**src/rtl/kbc_pkg.sv**
```systemverilog
package kbc_pkg;

    localparam int BYTE_W = 8;

    localparam logic [BYTE_W-1:0] CMD_SELFTEST = 8'hAA;
    localparam logic [BYTE_W-1:0] CMD_KB_ON    = 8'hAE;
    localparam logic [BYTE_W-1:0] CMD_LED_ARM  = 8'hED;

    // Status byte, MSB first; bit 0 must stay the output-full flag.
    typedef struct packed {
        logic parity_err;
        logic rx_timeout;
        logic aux_data;
        logic kb_locked;
        logic cmd_last;
        logic self_ok;
        logic in_busy;
        logic out_full;
    } kbc_status_t;

    typedef struct packed {
        logic selftest;
        logic kb_on;
        logic led_arm;
    } kbc_cmd_t;

    function automatic kbc_cmd_t decode_cmd(input logic strobe, input logic [BYTE_W-1:0] b);
        kbc_cmd_t c;
        c.selftest = strobe && (b == CMD_SELFTEST);
        c.kb_on    = strobe && (b == CMD_KB_ON);
        c.led_arm  = strobe && (b == CMD_LED_ARM);
        return c;
    endfunction

endpackage

```
**src/rtl/kbc_cmd_decode.sv**
```systemverilog
module kbc_cmd_decode
    import kbc_pkg::*;
(
    input  logic              cmd_wr,
    input  logic [BYTE_W-1:0] cmd_byte,
    output kbc_cmd_t          cmd
);
    always_comb cmd = decode_cmd(cmd_wr, cmd_byte);
endmodule

```
**src/rtl/kbc_outbuf.sv**
```systemverilog
module kbc_outbuf #(
    parameter int              DW      = 8,
    parameter logic [DW-1:0]   TEST_OK = 'h55
) (
    input  logic          clk,
    input  logic          rst,
    input  logic          host_take,
    input  logic          rx_valid,
    input  logic [DW-1:0] rx_byte,
    input  logic          test_load,
    output logic          full_q,
    output logic [DW-1:0] byte_q
);
    logic accept;
    assign accept = rx_valid && !full_q;

    always_ff @(posedge clk) begin
        if (rst) begin
            full_q <= 1'b0;
            byte_q <= '0;
        end else if (test_load) begin
            full_q <= 1'b1;
            byte_q <= TEST_OK;
        end else if (accept) begin
            full_q <= 1'b1;
            byte_q <= rx_byte;
        end else if (host_take) begin
            full_q <= 1'b0;
        end
    end
endmodule

```
**src/rtl/kbc_ledport.sv**
```systemverilog
module kbc_ledport #(
    parameter int DW = 8
) (
    input  logic          clk,
    input  logic          rst,
    input  logic          arm,
    input  logic          data_wr,
    input  logic [DW-1:0] wdata,
    output logic [DW-1:0] led_q,
    output logic          send_q,
    output logic [DW-1:0] send_byte_q
);
    logic armed_q;

    always_ff @(posedge clk) begin
        if (rst) begin
            armed_q     <= 1'b0;
            led_q       <= '0;
            send_q      <= 1'b0;
            send_byte_q <= '0;
        end else begin
            send_q <= data_wr;
            if (data_wr) begin
                send_byte_q <= wdata;
            end
            if (data_wr && armed_q) begin
                led_q   <= wdata;
                armed_q <= 1'b0;
            end else if (arm) begin
                armed_q <= 1'b1;
            end
        end
    end
endmodule

```
**src/rtl/kbc_regif.sv**
```systemverilog
module kbc_regif
    import kbc_pkg::*;
#(
    parameter int                ADDR_W    = 8,
    parameter logic [ADDR_W-1:0] DATA_ADDR = 'h60,
    parameter logic [ADDR_W-1:0] CTRL_ADDR = 'h64,
    parameter logic [BYTE_W-1:0] TEST_OK   = 'h55
) (
    input  logic              clk,
    input  logic              rst,
    input  logic [ADDR_W-1:0] host_addr,
    input  logic              host_rd,
    input  logic              host_wr,
    input  logic [7:0]        host_wdata,
    output logic [7:0]        host_rdata,
    input  logic              kb_rx_valid,
    input  logic [7:0]        kb_rx_byte,
    output logic              kb_tx_send,
    output logic [7:0]        kb_tx_byte,
    output logic [7:0]        led_state
);
    logic hit_data, hit_ctrl, wr_data, wr_ctrl, rd_data;
    assign hit_data = (host_addr == DATA_ADDR);
    assign hit_ctrl = (host_addr == CTRL_ADDR);
    assign wr_data  = host_wr && hit_data;
    assign wr_ctrl  = host_wr && hit_ctrl;
    assign rd_data  = host_rd && hit_data;

    kbc_cmd_t cmd;
    kbc_cmd_decode u_dec (
        .cmd_wr   (wr_ctrl),
        .cmd_byte (host_wdata),
        .cmd      (cmd)
    );

    logic kb_en_q, test_pend_q, self_ok_q, in_busy_q;

    always_ff @(posedge clk) begin
        if (rst) begin
            kb_en_q     <= 1'b0;
            test_pend_q <= 1'b0;
            self_ok_q   <= 1'b0;
            in_busy_q   <= 1'b0;
        end else begin
            in_busy_q   <= wr_data || wr_ctrl;
            test_pend_q <= cmd.selftest;
            if (cmd.kb_on)   kb_en_q   <= 1'b1;
            if (test_pend_q) self_ok_q <= 1'b1;
        end
    end

    logic            out_full;
    logic [BYTE_W-1:0] out_byte;

    kbc_outbuf #(.DW(BYTE_W), .TEST_OK(TEST_OK)) u_buf (
        .clk       (clk),
        .rst       (rst),
        .host_take (rd_data),
        .rx_valid  (kb_rx_valid && kb_en_q),
        .rx_byte   (kb_rx_byte),
        .test_load (test_pend_q),
        .full_q    (out_full),
        .byte_q    (out_byte)
    );

    kbc_ledport #(.DW(BYTE_W)) u_led (
        .clk         (clk),
        .rst         (rst),
        .arm         (cmd.led_arm),
        .data_wr     (wr_data),
        .wdata       (host_wdata),
        .led_q       (led_state),
        .send_q      (kb_tx_send),
        .send_byte_q (kb_tx_byte)
    );

    kbc_status_t status_q;
    always_comb begin
        status_q          = '0;
        status_q.out_full = out_full;
        status_q.in_busy  = in_busy_q;
        status_q.self_ok  = self_ok_q;
    end

    always_comb begin
        host_rdata = '0;
        if (host_rd && hit_ctrl)      host_rdata = status_q;
        else if (host_rd && hit_data) host_rdata = out_byte;
    end
endmodule

```
**config.mk**
```make
export PLATFORM = sky130hd
export DESIGN_NAME = kbc_regif
export DESIGN_NICKNAME = d
export VERILOG_FILES = /design/src/rtl/kbc_pkg.sv /design/src/rtl/kbc_cmd_decode.sv /design/src/rtl/kbc_outbuf.sv /design/src/rtl/kbc_ledport.sv /design/src/rtl/kbc_regif.sv
export SDC_FILE = /design/constraint.sdc
export NUM_CORES = 1
export LEC_CHECK = 0
export BUFFER_PORTS_ARGS = -buffer_cell sky130_fd_sc_hd__buf_2
export CAP_MARGIN = 20
export CORE_MARGIN = 2
export CORE_UTILIZATION = 43
export DETAILED_ROUTE_END_ITERATION = 7
export HOLD_SLACK_MARGIN = 0.1
export PLACE_DENSITY = 0.75
export SLEW_MARGIN = 20
export SYNTH_ARGS = -nofsm -noshare
export SYNTH_HDL_FRONTEND = slang
export SYNTH_SLANG_ARGS = --single-unit
```
**constraint.sdc**
```tcl
create_clock -name clk -period 1.44 [get_ports clk]
set_clock_uncertainty 0.15 [all_clocks]
set_input_delay 0.144 -clock clk [delete_from_list [all_inputs] [get_ports clk]]
set_output_delay 0.144 -clock clk [all_outputs]
set_load 0.05 [all_outputs]
```
==> results list, run 1 <==
- Number of I/O pins: 54
* Number of max-slew violations in the final report: 0
* Data arrival time at the worst-slack endpoint: 1370 ps
* Die height: 61.2 um
* Sequential-to-total area share from yosys stat: 0.442
* Count of warnings emitted by yosys: 0
* Hold violation total from the final report: 0
- With fillers left out, the area of the finished cells amounts to 0.00221 mm^2.
- The first global-routing pass estimated 6640 um of wire.
- Critical path launch point: host_addr[0]
- IR analysis of the VDD net gives a maximum drop of 0.000536 V.
* Commonest cells after routing, fill and taps aside: sky130_fd_sc_hd__buf_2, sky130_fd_sc_hd__dfxtp_1, sky130_fd_sc_hd__a21oi_1, sky130_fd_sc_hd__dlygate4sd3_1, sky130_fd_sc_hd__buf_4
* Type of the setup path with the least slack: in2out
* Worst setup slack after layout: -220 ps
- The initial utilization of the core area, before any placement, comes to 0.457.
* Startpoint kind of the worst setup timing path: primary input
* Worst hold slack: 126 ps
- Max-cap violations in this run came to 0.
* Async set-or-reset flop fraction in the synthesized netlist: 0
* Endpoint of the worst register-to-register path: u_buf.byte_q[4]
* Total global routing overflow: 0
- Max Buffers Root-to-Sink: 2
- Unrepaired setup endpoints after global routing: yes
- The pre-antenna-repair detailed-routing pass consisted of 4 iterations.
- Register-to-register setup slack: 130 ps
- Leakage power: 0.945 nW
- Root Buffer Master: sky130_fd_sc_hd__clkbuf_4
- In this run the tightest slew margin relative to its limit is 0.768.
* Share of layout cells above drive strength 1: 0.413
- In this run, the number of DRC markers left after iteration 0 of detailed routing was 57.
* Final critical-path share of the clock period: 1.15
- The worst register-to-register path begins at u_buf.full_q.
* Worst min-delay path class: in2reg
- Top flop regs: u_buf.byte_q: 8 flops, u_led.led_q: 8 flops, u_led.send_byte_q: 8 flops
- WL per Instance: 15.8 um
- The floorplan step set the die width to 61.2 um.
* Detail Route Antenna Nets: 0
* Number of flops mapped to enable cells by yosys: 0
* Via Count: 1552
- Antenna diode count: 0
- For this run, the top clock speed supported by timing is 0.603 GHz.
- Post-Synthesis Cell Area: 0.00141 mm^2
* Maximum number of pins on one net before global-route repair: 19
* Slew of the pin with the lowest slew margin: 343 ps
* Count of different cell masters after synthesis: 29
- Along the worst path, the maximum fanout reaches 3.
* Leading cell type in the layout, fill and taps excluded: sky130_fd_sc_hd__buf_2
- Sort of element at the end of the critical path: output port
- Count of input and output buffers: 53
- Clock input transition at the sequential cells of the worst setup and hold paths: 100 ps
- Per-instance average area after synthesis: 9.18 um^2
* Post-synthesis cell count: 153
* Via count of the first global-routing pass: 1535
- Power spread over the standard cell area amounts to 735 mW/mm^2.
- After the last flow step, the layout net total stands at 263.
* DP Area: 0.00184 mm^2
* Worst Setup EP: host_rdata[0]
- Number of cell rows: 20
- Total nets after synthesis: 182
- At the later pin of the worst-skew pair, clock insertion delay measures 340 ps.
- For this design, the sink count on the clock tree is 31.
* Detailed-route vias per instance: 5.56
- Setup violations remaining at the end of the flow were counted as 9.
- The total area inside the core boundary comes to 0.00308 mm^2.
* Overall global routing resource usage: 0.247
- Depth of the worst register-to-register path: 4
- DRC errors left: 0
* CP required: 1150 ps
- Cell depth of the worst hold path: 4
- At the end of routability-driven placement, the weighted congestion stood at 0.889.
- Counting flops and latches in the post-synthesis netlist gives 31.
- Main synth FF type: sky130_fd_sc_hd__dfxtp_1
- For the finished layout, the period the worst path requires is 1660 ps.
* TritonCTS clock tree: yes
- The floorplan step defined a die boundary enclosing 0.00374 mm^2.
- Final Routed Wirelength: 4420 um
* Antenna violations before repair: 0
- Sum of net half-perimeters after detailed placement: 2860 um
* Area growth from synthesis to layout: 57.2%
- Fill cells: 247
* Num CTS Buffers: 5
- CTS built an H-tree with a depth of 2.
- Outcome: finished, violations left
- The checks that failed: negative setup slack.
## worst min path at each step
| stage | start | end | slack, ps |
|---|---|---|---|
| CTS | host_addr[3] | u_buf.full_q | 120 |
| global route | host_addr[2] | kb_en_q | 140 |
| global placement | host_wdata[2] | test_pend_q | 220 |
| floorplan | host_wdata[2] | test_pend_q | 70 |
| detailed placement | host_wdata[2] | test_pend_q | 230 |
| finish | host_addr[3] | u_buf.full_q | 130 |
## where the power goes
| group | switching, mW | internal [mW] |
|---|---|---|
| registers | 0.000152 | 0.857 |
| clock network | 0.292 | 0.287 |
| logic | 0.0886 | 0.0981 |
| total | 0.381 | 1.24 |
## area by class of cell
cell class	instances	area (um^2)	area share
Sequential cell	31	621	0.281
Timing Repair Buffer	89	666	0.301
Multi-Input combinational cell	104	787	0.356
Tap cell	44	55.1	0.0249
Clock buffer	8	68.8	0.0312
Inverter	3	11.3	0.00510
## timing repair
action                                 in CTS  in global routing
setup endpoints to repair                   8                  9
gates cloned                                0                  0
gates resized for setup                    23                  6
buffers inserted                            0                  1
pin swaps                                   8                  5
hold buffers                               18                  0
endpoints found under the hold margin      29                  0
## metrics by stage
| step | setup slack (ps) | total power, mW | TNS [ps] | utilization | instances |
|---|---|---|---|---|---|
| 3_3_place_gp | -338 | 1.01 | -5970 | 0.598 | 252 |
| 2_1_floorplan | -103 | 0.931 | -708 | - | 153 |
| 4_1_cts | -243 | 1.62 | -1800 | 0.705 | 278 |
| 3_5_place_dp | -382 | 1.01 | -6820 | 0.598 | 252 |
| 5_1_grt | -262 | 1.69 | -2000 | 0.717 | 279 |
| 6_report | -220 | 1.62 | -1640 | 0.717 | 279 |
## synthesized netlist by cell type, types with 2 or more instances
| cell | number | share of area |
|---|---|---|
| sky130_fd_sc_hd__mux2i_1 | 11 | 0.078 |
| sky130_fd_sc_hd__nand4_1 | 17 | 0.076 |
| sky130_fd_sc_hd__nand2_1 | 2 | 0.0053 |
| sky130_fd_sc_hd__or4b_1 | 2 | 0.014 |
| sky130_fd_sc_hd__a21oi_1 | 19 | 0.068 |
| sky130_fd_sc_hd__and4b_1 | 3 | 0.021 |
| sky130_fd_sc_hd__nor2_1 | 7 | 0.019 |
| sky130_fd_sc_hd__dfxtp_1 | 31 | 0.44 |
| sky130_fd_sc_hd__and2_1 | 5 | 0.022 |
| sky130_fd_sc_hd__nor3_1 | 6 | 0.021 |
| sky130_fd_sc_hd__clkbuf_1 | 9 | 0.024 |
| sky130_fd_sc_hd__nor4_1 | 2 | 0.0089 |
| sky130_fd_sc_hd__nand3b_1 | 2 | 0.011 |
| sky130_fd_sc_hd__o31ai_1 | 16 | 0.085 |
| sky130_fd_sc_hd__inv_1 | 3 | 0.0080 |
| sky130_fd_sc_hd__buf_2 | 4 | 0.014 |
| sky130_fd_sc_hd__nand2b_1 | 2 | 0.0089 |
## kinds of logic (layout without fill, tap and decap cells)
family	after synthesis	in the layout	synth area share
AND/OR/NAND/NOR	54	54	0.246
multiplexers	11	11	0.0784
buffers and inverters	18	100	0.0570
flip-flops	31	31	0.442
AO/OA/AOI/OAI	39	39	0.177
## metal layers
layer,global-route usage,vias to the layer above,wire length [um],share of wire
met5,0,-,0,0
met1,0.251,732,1670,0.38
met2,0.467,64,2440,0.55
met4,0.0963,0,69,0.016
met3,0.0777,11,239,0.054
li1,-,745,-,-
## critical path: stages
cell and delay [ps]:
sky130_fd_sc_hd__buf_6 90, sky130_fd_sc_hd__or4b_4 560, sky130_fd_sc_hd__or2_4 300, sky130_fd_sc_hd__nor2_4 100, sky130_fd_sc_hd__buf_6 160
No activity file was read; power rests on OpenSTA's default activity.
==> inputs of run 2 (changes only) <==
- CORE_MARGIN: 2 -> 4
- clock period: 1.44 -> 1.4 ns (I/O delays scaled with it)
==> results list, run 2 (synthesis gave the netlist of run 1 again) <==
- The maximum vdd ir drop came to 0.000557 V (was 0.000536 V).
- The CTS tree is yes (unchanged).
- The DRC violations left is 0 (unchanged).
- Post-layout net count: 264 (was 263)
- Die height: 65.2 um (was 61.2 um)
- Worst min-delay path class: in2reg (unchanged)
- Total global routing overflow: 0 (unchanged)
* Stage delay of the slowest cell on the critical path: 560 ps (about the same)
- Sum of net half-perimeters after detailed placement: 2870 um (was 2860 um)
- Unrepaired setup endpoints after global routing: yes (unchanged).
* Max Buffers Root-to-Sink: 2 (unchanged)
- Slew of the pin with the lowest slew margin: 391 ps (was 343 ps)
- Horizontal die dimension: 65.2 um (was 61.2 um)
- Detail Route Antenna Nets: 0 (unchanged)
* Number of max-slew violations in the final report: 0 (unchanged)
- The die footprint was 0.00425 mm^2 (was 0.00374 mm^2).
* Final-report setup violation count: 10 (was 9)
- Post-placement worst setup slack: -406 ps (was -382 ps)
- Pre-Repair DR Iteration Count: 4 (unchanged)
* Worst setup slack after layout: -273 ps (was -220 ps)
* Cell chain of the critical path: buf_6 > or4b_4 > nor3_4 > and2_4 > buf_8 (was buf_6 > or4b_4 > or2_4 > nor2_4 > buf_6)
* Sort of element at the end of the critical path: output port (unchanged)
- The latest clock arrival within the worst-skew pair was 330 ps (was 340 ps).
- CTS H-tree lvls: 2 (unchanged)
- The arrival time at the worst endpoint is 1380 ps (was 1370 ps).
- Number of cell rows: 20 (unchanged)
* Clock input transition at the sequential cells of the worst setup and hold paths: 90 ps (was 100 ps)
- The via count of the routed design was 1598 (was 1552).
- Maximum number of pins on one net before global-route repair: 19 (unchanged)
* Crit path time final: 1670 ps
* First DRT Iteration DRCs: 87 (was 57)
- Number of max-capacitance violations reported: 0 (unchanged)
- CTS Sinks: 31 (unchanged)
- Cell type of the slowest stage on the worst timing path: sky130_fd_sc_hd__or4b_4 (unchanged)
* Share of layout cells above drive strength 1: 0.424 (was 0.413)
- Fraction of the core area covered by cells at the end of the flow: 0.730 (was 0.717)
- The type of origin of the critical path was a primary input (unchanged).
- Cell type group with the largest total delay on the critical path: simple AND/OR/NAND/NOR gates (unchanged)
- Commonest cells after routing, fill and taps aside: sky130_fd_sc_hd__buf_2, sky130_fd_sc_hd__dfxtp_1, sky130_fd_sc_hd__a21oi_1, sky130_fd_sc_hd__dlygate4sd3_1 (was sky130_fd_sc_hd__buf_2, sky130_fd_sc_hd__dfxtp_1, sky130_fd_sc_hd__a21oi_1, sky130_fd_sc_hd__dlygate4sd3_1, sky130_fd_sc_hd__buf_4).
- Final weighted congestion in routability-driven placement: 0.892 (was 0.889)
* Final critical-path share of the clock period: 1.19
* Num CTS Buffers: 5 (unchanged)
* Top flop regs: u_buf.byte_q: 8 flops, u_led.led_q: 8 flops, u_led.send_byte_q: 8 flops (unchanged)
* First-pass GRT wire length: 7460 um (was 6640 um)
* Number of I/O pins: 54 (unchanged)
- Outcome: finished, violations left (unchanged)
- Violations in the final reports: negative setup slack (unchanged)
- Based on the critical path, the design can be clocked at up to 0.598 GHz.
* Overall global routing resource usage: 0.228 (was 0.247)
- Type of the setup path with the least slack: in2out (unchanged)
* Core Box Area: 0.00308 mm^2 (unchanged)
- The power consumption came to 1.68 mW (was 1.62 mW).
- The mean number of vias per cell is 5.71 (was 5.56).
* Largest fanout on the critical path: 5 (was 3)
- The worst max-slew margin expressed relative to the limit came to 0.740 (was 0.768).
- Antenna violations before repair: 0 (unchanged)
- The initial core utilization was 0.457 (unchanged).
* Final Routed Wirelength: 4730 um (was 4420 um)
* CP Buf/Inv Count: 2 (unchanged)
- Area growth from synthesis to layout: 59.8% (was 57.2%)
* Root Buffer Master: sky130_fd_sc_hd__clkbuf_4 (unchanged)
- The number of I/O port buffers is 53 (unchanged).
* Power Density: 747 mW/mm^2 (was 735 mW/mm^2)
* Antenna diode count: 0 (unchanged)
* Post-route insts no fill: 280 (was 279)
* Via count of the first global-routing pass: 1650 (was 1535)
* Leading cell type in the layout, fill and taps excluded: sky130_fd_sc_hd__buf_2 (unchanged)
- Hold violation total from the final report: 0 (unchanged)
* WL per Instance: 16.9 um (was 15.8 um)
- The leakage component of the power came to 0.962 nW (was 0.945 nW).
* Dpl cells: 252 (unchanged)
* CP required: 1110 ps (was 1150 ps)
[run 2: area by class of cell]
type	count	area (um^2)
multi-input combinational	105	812
clock buffer	8	68.8
inverter	3	11.3
timing repair buffer	89	678
sequential	31	621
fill	223	832
tap	44	55.1
[run 2: routing by layer]
| layer | part of all wire | vias up | global-route usage |
|---|---|---|---|
| met5 | 0 | - | 0 |
| met4 | 0.023 | 0 | 0.0751 |
| met3 | 0.056 | 13 | 0.0632 |
| met2 | 0.55 | 72 | 0.430 |
| met1 | 0.37 | 761 | 0.241 |
| li1 | - | 752 | - |
[run 2: report_power, final]
| group | internal, mW | switching (mW) |
|---|---|---|
| clock network | 0.295 | 0.298 |
| registers | 0.881 | 0.000156 |
| logic | 0.103 | 0.0987 |
[run 2: path summary, 6_finish.rpt]
check | from | endpoint | slack, ps | cells past startpoint
worst max-delay path | host_addr[0] | host_rdata[4] | -270 | 5
worst min-delay path | host_addr[3] | u_buf.full_q | 120 | 4
worst min register to register | u_led.led_q[0] | u_led.led_q[0] | 320 | 2
worst max register to register | u_buf.full_q | u_buf.byte_q[0] | 130 | 4
[run 2: worst register-to-register path, cell delays in order, from the launching register on]
cell	delay (ps)
sky130_fd_sc_hd__dfxtp_1	380
sky130_fd_sc_hd__nand3b_1	190
sky130_fd_sc_hd__buf_12	160
sky130_fd_sc_hd__mux2i_1	200
sky130_fd_sc_hd__a21oi_1	80
[run 2: repair_timing]
item                       4_1_cts  5_1_grt
pin swaps                        8        4
hold endpoints to repair        29        0
setup buffers                    0        1
setup endpoints to repair        8       14
resized for setup               23        9
gates cloned                     0        1
hold buffers                    18        0
[run 2: through the flow]
stage	TNS, ps	hold WS, ps	instance area, um^2
CTS	-2000	113	2180
detailed placement	-7880	210	1850
global route	-2400	145	2250
finish	-2060	119	2250
global placement	-6960	221	1850
floorplan	-1320	66.9	1460
